$ cat config.mk
export PLATFORM = sky130hd
export DESIGN_NAME = hdlc_tx_framer
export DESIGN_NICKNAME = d
export VERILOG_FILES = /design/src/rtl/hdlc_tx_pkg.sv /design/src/rtl/hdlc_fcs_acc.sv /design/src/rtl/hdlc_zero_stuff.sv /design/src/rtl/hdlc_tx_framer.sv
export SDC_FILE = /design/constraint.sdc
export NUM_CORES = 1
export LEC_CHECK = 0
export ABC_AREA = 1
export BUFFER_PORTS_ARGS = -buffer_cell sky130_fd_sc_hd__buf_2
export CAP_MARGIN = 20
export CORE_MARGIN = 5
export CORE_UTILIZATION = 55
export CTS_BUF_LIST = sky130_fd_sc_hd__clkbuf_4
export DETAILED_ROUTE_END_ITERATION = 10
export GPL_TIMING_DRIVEN = 0
export PLACE_DENSITY = 0.77
export SLEW_MARGIN = 20
export SYNTH_ARGS = -nofsm -noshare
export SYNTH_HDL_FRONTEND = slang
export SYNTH_SLANG_ARGS = --single-unit
$ cat constraint.sdc
create_clock -name clk -period 1.5 [get_ports clk]
set_input_delay 0.225 -clock clk [delete_from_list [all_inputs] [get_ports clk]]
set_output_delay 0.225 -clock clk [all_outputs]
set_load 0.05 [all_outputs]
$ cat src/rtl/hdlc_tx_pkg.sv
package hdlc_tx_pkg;
  localparam int BYTE_W = 8;
  localparam int FCS_W  = 2 * BYTE_W;

  typedef enum logic [1:0] {
    SEG_FLAG,
    SEG_DATA,
    SEG_FCS_LO,
    SEG_FCS_HI
  } seg_e;

  // One bit of a reflected CRC: shift right, fold polynomial on feedback.
  function automatic logic [FCS_W-1:0] fcs_step(
    input logic [FCS_W-1:0] crc,
    input logic             din,
    input logic [FCS_W-1:0] poly
  );
    logic fb;
    fb = crc[0] ^ din;
    fcs_step = {1'b0, crc[FCS_W-1:1]} ^ (fb ? poly : '0);
  endfunction
endpackage

$ cat src/rtl/hdlc_fcs_acc.sv
module hdlc_fcs_acc
  import hdlc_tx_pkg::*;
#(
  parameter logic [FCS_W-1:0] POLY = 16'h8408,
  parameter logic [FCS_W-1:0] INIT = 16'hFFFF
) (
  input  logic             clk,
  input  logic             rst_n,
  input  logic             clear,
  input  logic             step,
  input  logic             din,
  output logic [FCS_W-1:0] crc_next
);
  logic [FCS_W-1:0] crc_q;

  // Value including the bit being stepped this cycle.
  assign crc_next = step ? fcs_step(crc_q, din, POLY) : crc_q;

  always_ff @(posedge clk) begin
    if (!rst_n)     crc_q <= INIT;
    else if (clear) crc_q <= INIT;
    else if (step)  crc_q <= crc_next;
  end
endmodule

$ cat src/rtl/hdlc_zero_stuff.sv
module hdlc_zero_stuff #(
  parameter int RUN_MAX = 5
) (
  input  logic clk,
  input  logic rst_n,
  input  logic bit_en,
  input  logic emit,
  input  logic bit_val,
  input  logic countable,
  output logic stuff_now
);
  localparam int CNT_W = $clog2(RUN_MAX + 1);

  logic [CNT_W-1:0] ones_q;

  assign stuff_now = (ones_q == CNT_W'(RUN_MAX));

  always_ff @(posedge clk) begin
    if (!rst_n) begin
      ones_q <= '0;
    end else if (bit_en && stuff_now) begin
      ones_q <= '0;
    end else if (emit) begin
      ones_q <= (countable && bit_val) ? ones_q + 1'b1 : '0;
    end
  end
endmodule

$ cat src/rtl/hdlc_tx_framer.sv
module hdlc_tx_framer
  import hdlc_tx_pkg::*;
#(
  parameter int                RUN_MAX  = 5,
  parameter logic [BYTE_W-1:0] FLAG_PAT = 8'h7E,
  parameter logic [FCS_W-1:0]  FCS_POLY = 16'h8408,
  parameter logic [FCS_W-1:0]  FCS_INIT = 16'hFFFF
) (
  input  logic              clk,
  input  logic              rst_n,
  input  logic              bit_en,
  input  logic [BYTE_W-1:0] in_data,
  input  logic              in_valid,
  input  logic              in_last,
  output logic              in_ready,
  output logic              tx_bit,
  output logic              underrun_err
);
  localparam int IDX_W = $clog2(BYTE_W);
  localparam logic [IDX_W-1:0] IDX_LAST = IDX_W'(BYTE_W - 1);

  seg_e              seg_q;
  logic [BYTE_W-1:0] sh_q;
  logic [IDX_W-1:0]  idx_q;
  logic              cur_last_q;
  logic [BYTE_W-1:0] fcs_hi_q;

  // Named internal events
  logic              stuff_now;
  logic              tick_stuff;
  logic              tick_emit;
  logic              byte_end;
  logic              need_payload;
  logic              underrun_evt;
  logic              crc_clear;
  logic              crc_step;
  logic [FCS_W-1:0]  crc_next;
  logic [FCS_W-1:0]  fcs_word;

  assign tick_stuff   = bit_en && stuff_now;
  assign tick_emit    = bit_en && !stuff_now;
  assign byte_end     = tick_emit && (idx_q == IDX_LAST);
  assign need_payload = byte_end &&
                        ((seg_q == SEG_FLAG) || (seg_q == SEG_DATA && !cur_last_q));
  assign in_ready     = need_payload && in_valid;
  assign underrun_evt = byte_end && (seg_q == SEG_DATA) && !cur_last_q && !in_valid;
  assign crc_clear    = in_ready && (seg_q == SEG_FLAG);
  assign crc_step     = tick_emit && (seg_q == SEG_DATA);
  assign fcs_word     = ~crc_next;

  hdlc_fcs_acc #(.POLY(FCS_POLY), .INIT(FCS_INIT)) u_fcs (
    .clk      (clk),
    .rst_n    (rst_n),
    .clear    (crc_clear),
    .step     (crc_step),
    .din      (sh_q[0]),
    .crc_next (crc_next)
  );

  hdlc_zero_stuff #(.RUN_MAX(RUN_MAX)) u_stuff (
    .clk       (clk),
    .rst_n     (rst_n),
    .bit_en    (bit_en),
    .emit      (tick_emit),
    .bit_val   (sh_q[0]),
    .countable (seg_q != SEG_FLAG),
    .stuff_now (stuff_now)
  );

  always_ff @(posedge clk) begin
    if (!rst_n) begin
      seg_q        <= SEG_FLAG;
      sh_q         <= FLAG_PAT;
      idx_q        <= '0;
      cur_last_q   <= 1'b0;
      fcs_hi_q     <= '0;
      tx_bit       <= 1'b1;
      underrun_err <= 1'b0;
    end else begin
      underrun_err <= underrun_evt;
      if (tick_stuff) begin
        tx_bit <= 1'b0;
      end else if (tick_emit) begin
        tx_bit <= sh_q[0];
        idx_q  <= idx_q + 1'b1;
        sh_q   <= sh_q >> 1;
        if (idx_q == IDX_LAST) begin
          case (seg_q)
            SEG_FLAG: begin
              if (in_valid) begin
                seg_q      <= SEG_DATA;
                sh_q       <= in_data;
                cur_last_q <= in_last;
              end else begin
                sh_q <= FLAG_PAT;
              end
            end
            SEG_DATA: begin
              if (cur_last_q) begin
                seg_q    <= SEG_FCS_LO;
                sh_q     <= fcs_word[BYTE_W-1:0];
                fcs_hi_q <= fcs_word[FCS_W-1:BYTE_W];
              end else if (in_valid) begin
                sh_q       <= in_data;
                cur_last_q <= in_last;
              end else begin
                seg_q <= SEG_FLAG;
                sh_q  <= FLAG_PAT;
              end
            end
            SEG_FCS_LO: begin
              seg_q <= SEG_FCS_HI;
              sh_q  <= fcs_hi_q;
            end
            default: begin
              seg_q <= SEG_FLAG;
              sh_q  <= FLAG_PAT;
            end
          endcase
        end
      end
    end
  end
endmodule

==> flow_summary.json <==
{
  "status": "complete, but fails checks",
  "failed_checks": "negative setup slack",
  "n_antenna_cell": 0,
  "coreArea_sq_um": 3660,
  "avgRoutedWirePerCell_um": 18.5,
  "final_layout_size_suffix_gt1_frac": 0.444,
  "initial_core_util": 0.570,
  "switching_share": 0.267,
  "r2r_setup_slack_ns": -0.23,
  "num-nets-final": 365,
  "cts_tree": "built",
  "synth_area_sq_um": 2090,
  "clock_latency_ns": 0.37,
  "worstRegToRegCells": 13,
  "setup_ws_ns": -0.279,
  "cts_max_level": 2,
  "synth_cell_type_count": 32,
  "rsz0062_at_grt": "true",
  "cpLargestDelayFamily": "simple AND/OR/NAND/NOR gates",
  "crit_buf_inv": 2,
  "post-route-util": 0.826,
  "seq_power_share": 0.600,
  "r2r-end": "sh_q[1]$_SDFFE_PN1P_",
  "post-route-min-period_ns": 1.78,
  "slew_violations": 0,
  "power.density_nw_per_um2": 652,
  "overflow": 0,
  "path_cells": "inv_2 > ha_4 > nand2_4 > nand2_8 > nor2_4 > nand2_2 > nor2_4 > buf_6",
  "grt_pass1_vias": 2163,
  "die_y_um": 71.6,
  "num_vias": 2351,
  "antenna_found_initial": 0,
  "grt_use_met2": 0.417,
  "reg2reg_from": "u_stuff.ones_q[1]$_SDFFE_PP0P_",
  "slowest_stage": "dfxtp_2",
  "worst-path-stages": 8,
  "grt_usage": 0.248,
  "setup_viol": 38,
  "ys_warn_count": 0,
  "hold_violations": 0,
  "critPathCapture": "in_ready",
  "clkPwrFrac": 0.279,
  "clk_path_buf_depth": 2,
  "drt_first_pass_iters": 6,
  "cap_viol_max_count": 0,
  "p_int_uw": 1440,
  "area_growth_pct": 45.0,
  "cp_common_cell": "nor2_4",
  "die_area_sq_um": 5120,
  "dp_hpwl_mm": 3.53,
  "drt_iter0_markers": 284,
  "dp.cells": 358,
  "syn_inst": 295,
  "tightestPinTransition_ns": 0.617,
  "port_buffers": 15,
  "syn_nets": 312,
  "critical_path_class": "reg2out",
  "crit_arrival_ns": 1.55,
  "combPwrFrac": 0.121,
  "grt_util_met3": 0.0561,
  "place_area_sq_um": 2260,
  "ys_ff_latch": 43,
  "tns_ns": -5.19,
  "cp-start-kind": "flip-flop",
  "vdd_drop_max_v": 0.000597,
  "hold_class": "in2reg",
  "place_congestion": 0.885,
  "grt_max_degree": 12,
  "p_leak_uw": 0.00134,
  "final_common_cell": "nand2_1",
  "syn_avg_cell_area_sq_um": 7.07,
  "yosysSeqAreaShare": 0.413,
  "path_clk_slew_ns": 0.13,
  "skew_ns": 0.0142,
  "drc": 0,
  "cp-end-kind": "output pin",
  "startpoint": "u_stuff.ones_q[1]$_SDFFE_PP0P_",
  "cp_data_required_time_ns": 1.27,
  "die_w_um": 71.6,
  "postLayoutCellArea_sq_um": 3020,
  "cts_root_buf": "clkbuf_4",
  "drt-total-wl_mm": 7.32,
  "critPathMaxFanout": 2,
  "cts_buffers": 5,
  "max_freq_mhz": 562,
  "ant_nets": 0,
  "clock_sinks": 43,
  "ios": 16,
  "slowest_delay_ns": 0.37,
  "final_cells": 395,
  "finalCritPeriodShare": 1.19,
  "std_cell_rows": 22,
  "p_switching_uw": 527,
  "detail_route.vias_per_cell": 5.95,
  "met1_usage": 0.288,
  "grt_pass1_wl_mm": 9.94,
  "slew_headroom": 0.589,
  "grt_busiest_layer": "met2",
  "final_cell_mix": "46 x nand2_1, 38 x dfxtp_1, 34 x nor2_1"
}
## metrics by stage
stage	hold WS, ns	total power [uW]	setup slack, ns
2_1_floorplan	0.295	1310	-0.112
3_3_place_gp	0.444	1360	-0.230
3_5_place_dp	0.456	1360	-0.270
4_1_cts	0.117	1920	-0.230
5_1_grt	0.130	2040	-0.339
6_report	0.135	1970	-0.279
## metal layers
metal	part of all wire	vias to the layer above
met1	0.38	1123
met5	0	-
met3	0.078	40
li1	-	1062
met2	0.51	126
met4	0.035	0
## registers in the layout (all words and copies together), names as in the netlist
name and count:
seg_q 2, u_fcs.crc_q 16, cur_last_q 1, u_stuff.ones_q 3, idx_q 3, underrun_err 1, tx_bit 1, sh_q 8
fcs_hi_q 8
## cell usage after synthesis, drive strengths merged
| library cell | count | area share |
|---|---|---|
| a21oi | 29 | 0.077 |
| nor4 | 2 | 0.0060 |
| a21o | 1 | 0.0036 |
| buf | 7 | 0.028 |
| inv | 31 | 0.056 |
| nand4 | 2 | 0.0060 |
| o21ai | 34 | 0.082 |
| nand3b | 1 | 0.0036 |
| ha | 4 | 0.024 |
| xor2 | 1 | 0.0042 |
| clkbuf | 2 | 0.0036 |
| a211oi | 1 | 0.0036 |
| nand2 | 73 | 0.14 |
| nor2 | 45 | 0.094 |
| dfxtp | 43 | 0.41 |
| nand3 | 8 | 0.019 |
| o221ai | 1 | 0.0042 |
| or2 | 6 | 0.018 |
| nor3 | 2 | 0.0072 |
| o22ai | 2 | 0.0060 |
## layout make-up
class,count,area [sq um]
fill,205,637
inverter,31,131
timing repair buffer,47,414
multi-input combinational,212,1420
buffer,8,83.8
tap,48,60.1
clock buffer,6,45.0
sequential,43,870
## worst min-delay path by stage
stage	startpoint	end	slack, ns	depth (start not counted)
final	in_valid	underrun_err$_SDFF_PN0_	0.14	2
after global routing	in_valid	underrun_err$_SDFF_PN0_	0.13	2
after CTS	in_valid	underrun_err$_SDFF_PN0_	0.12	2
after detailed placement	sh_q[3]$_SDFFE_PN1P_	sh_q[3]$_SDFFE_PN1P_	0.46	2
after global placement	sh_q[4]$_SDFFE_PN1P_	sh_q[4]$_SDFFE_PN1P_	0.44	2
after floorplan	in_valid	underrun_err$_SDFF_PN0_	0.29	1
## cell families after synthesis
logic type | Yosys count | synth area share
compound gates | 68 | 0.176
xor+xnor | 1 | 0.00420
fa+ha+maj | 4 | 0.0240
buf+inv | 40 | 0.0870
flops | 43 | 0.413
simple gates | 139 | 0.296
## what timing repair did
action,4_1_cts,5_1_grt
buffers inserted,26,6
endpoints found under the hold margin,0,0
endpoints found under the setup margin,38,42
gates resized for setup,60,80
pin swaps,23,27
gates cloned,4,0
hold buffers,0,0
## power by group through the flow
stage	registers, uW	clock network, uW	logic [uW]
after global routing	1190	595	256
final	1180	550	239
after floorplan	1210	0	101
after detailed placement	1200	0	161
after CTS	1180	539	202
after global placement	1200	0	158
No activity file was read; power rests on OpenSTA's default activity.
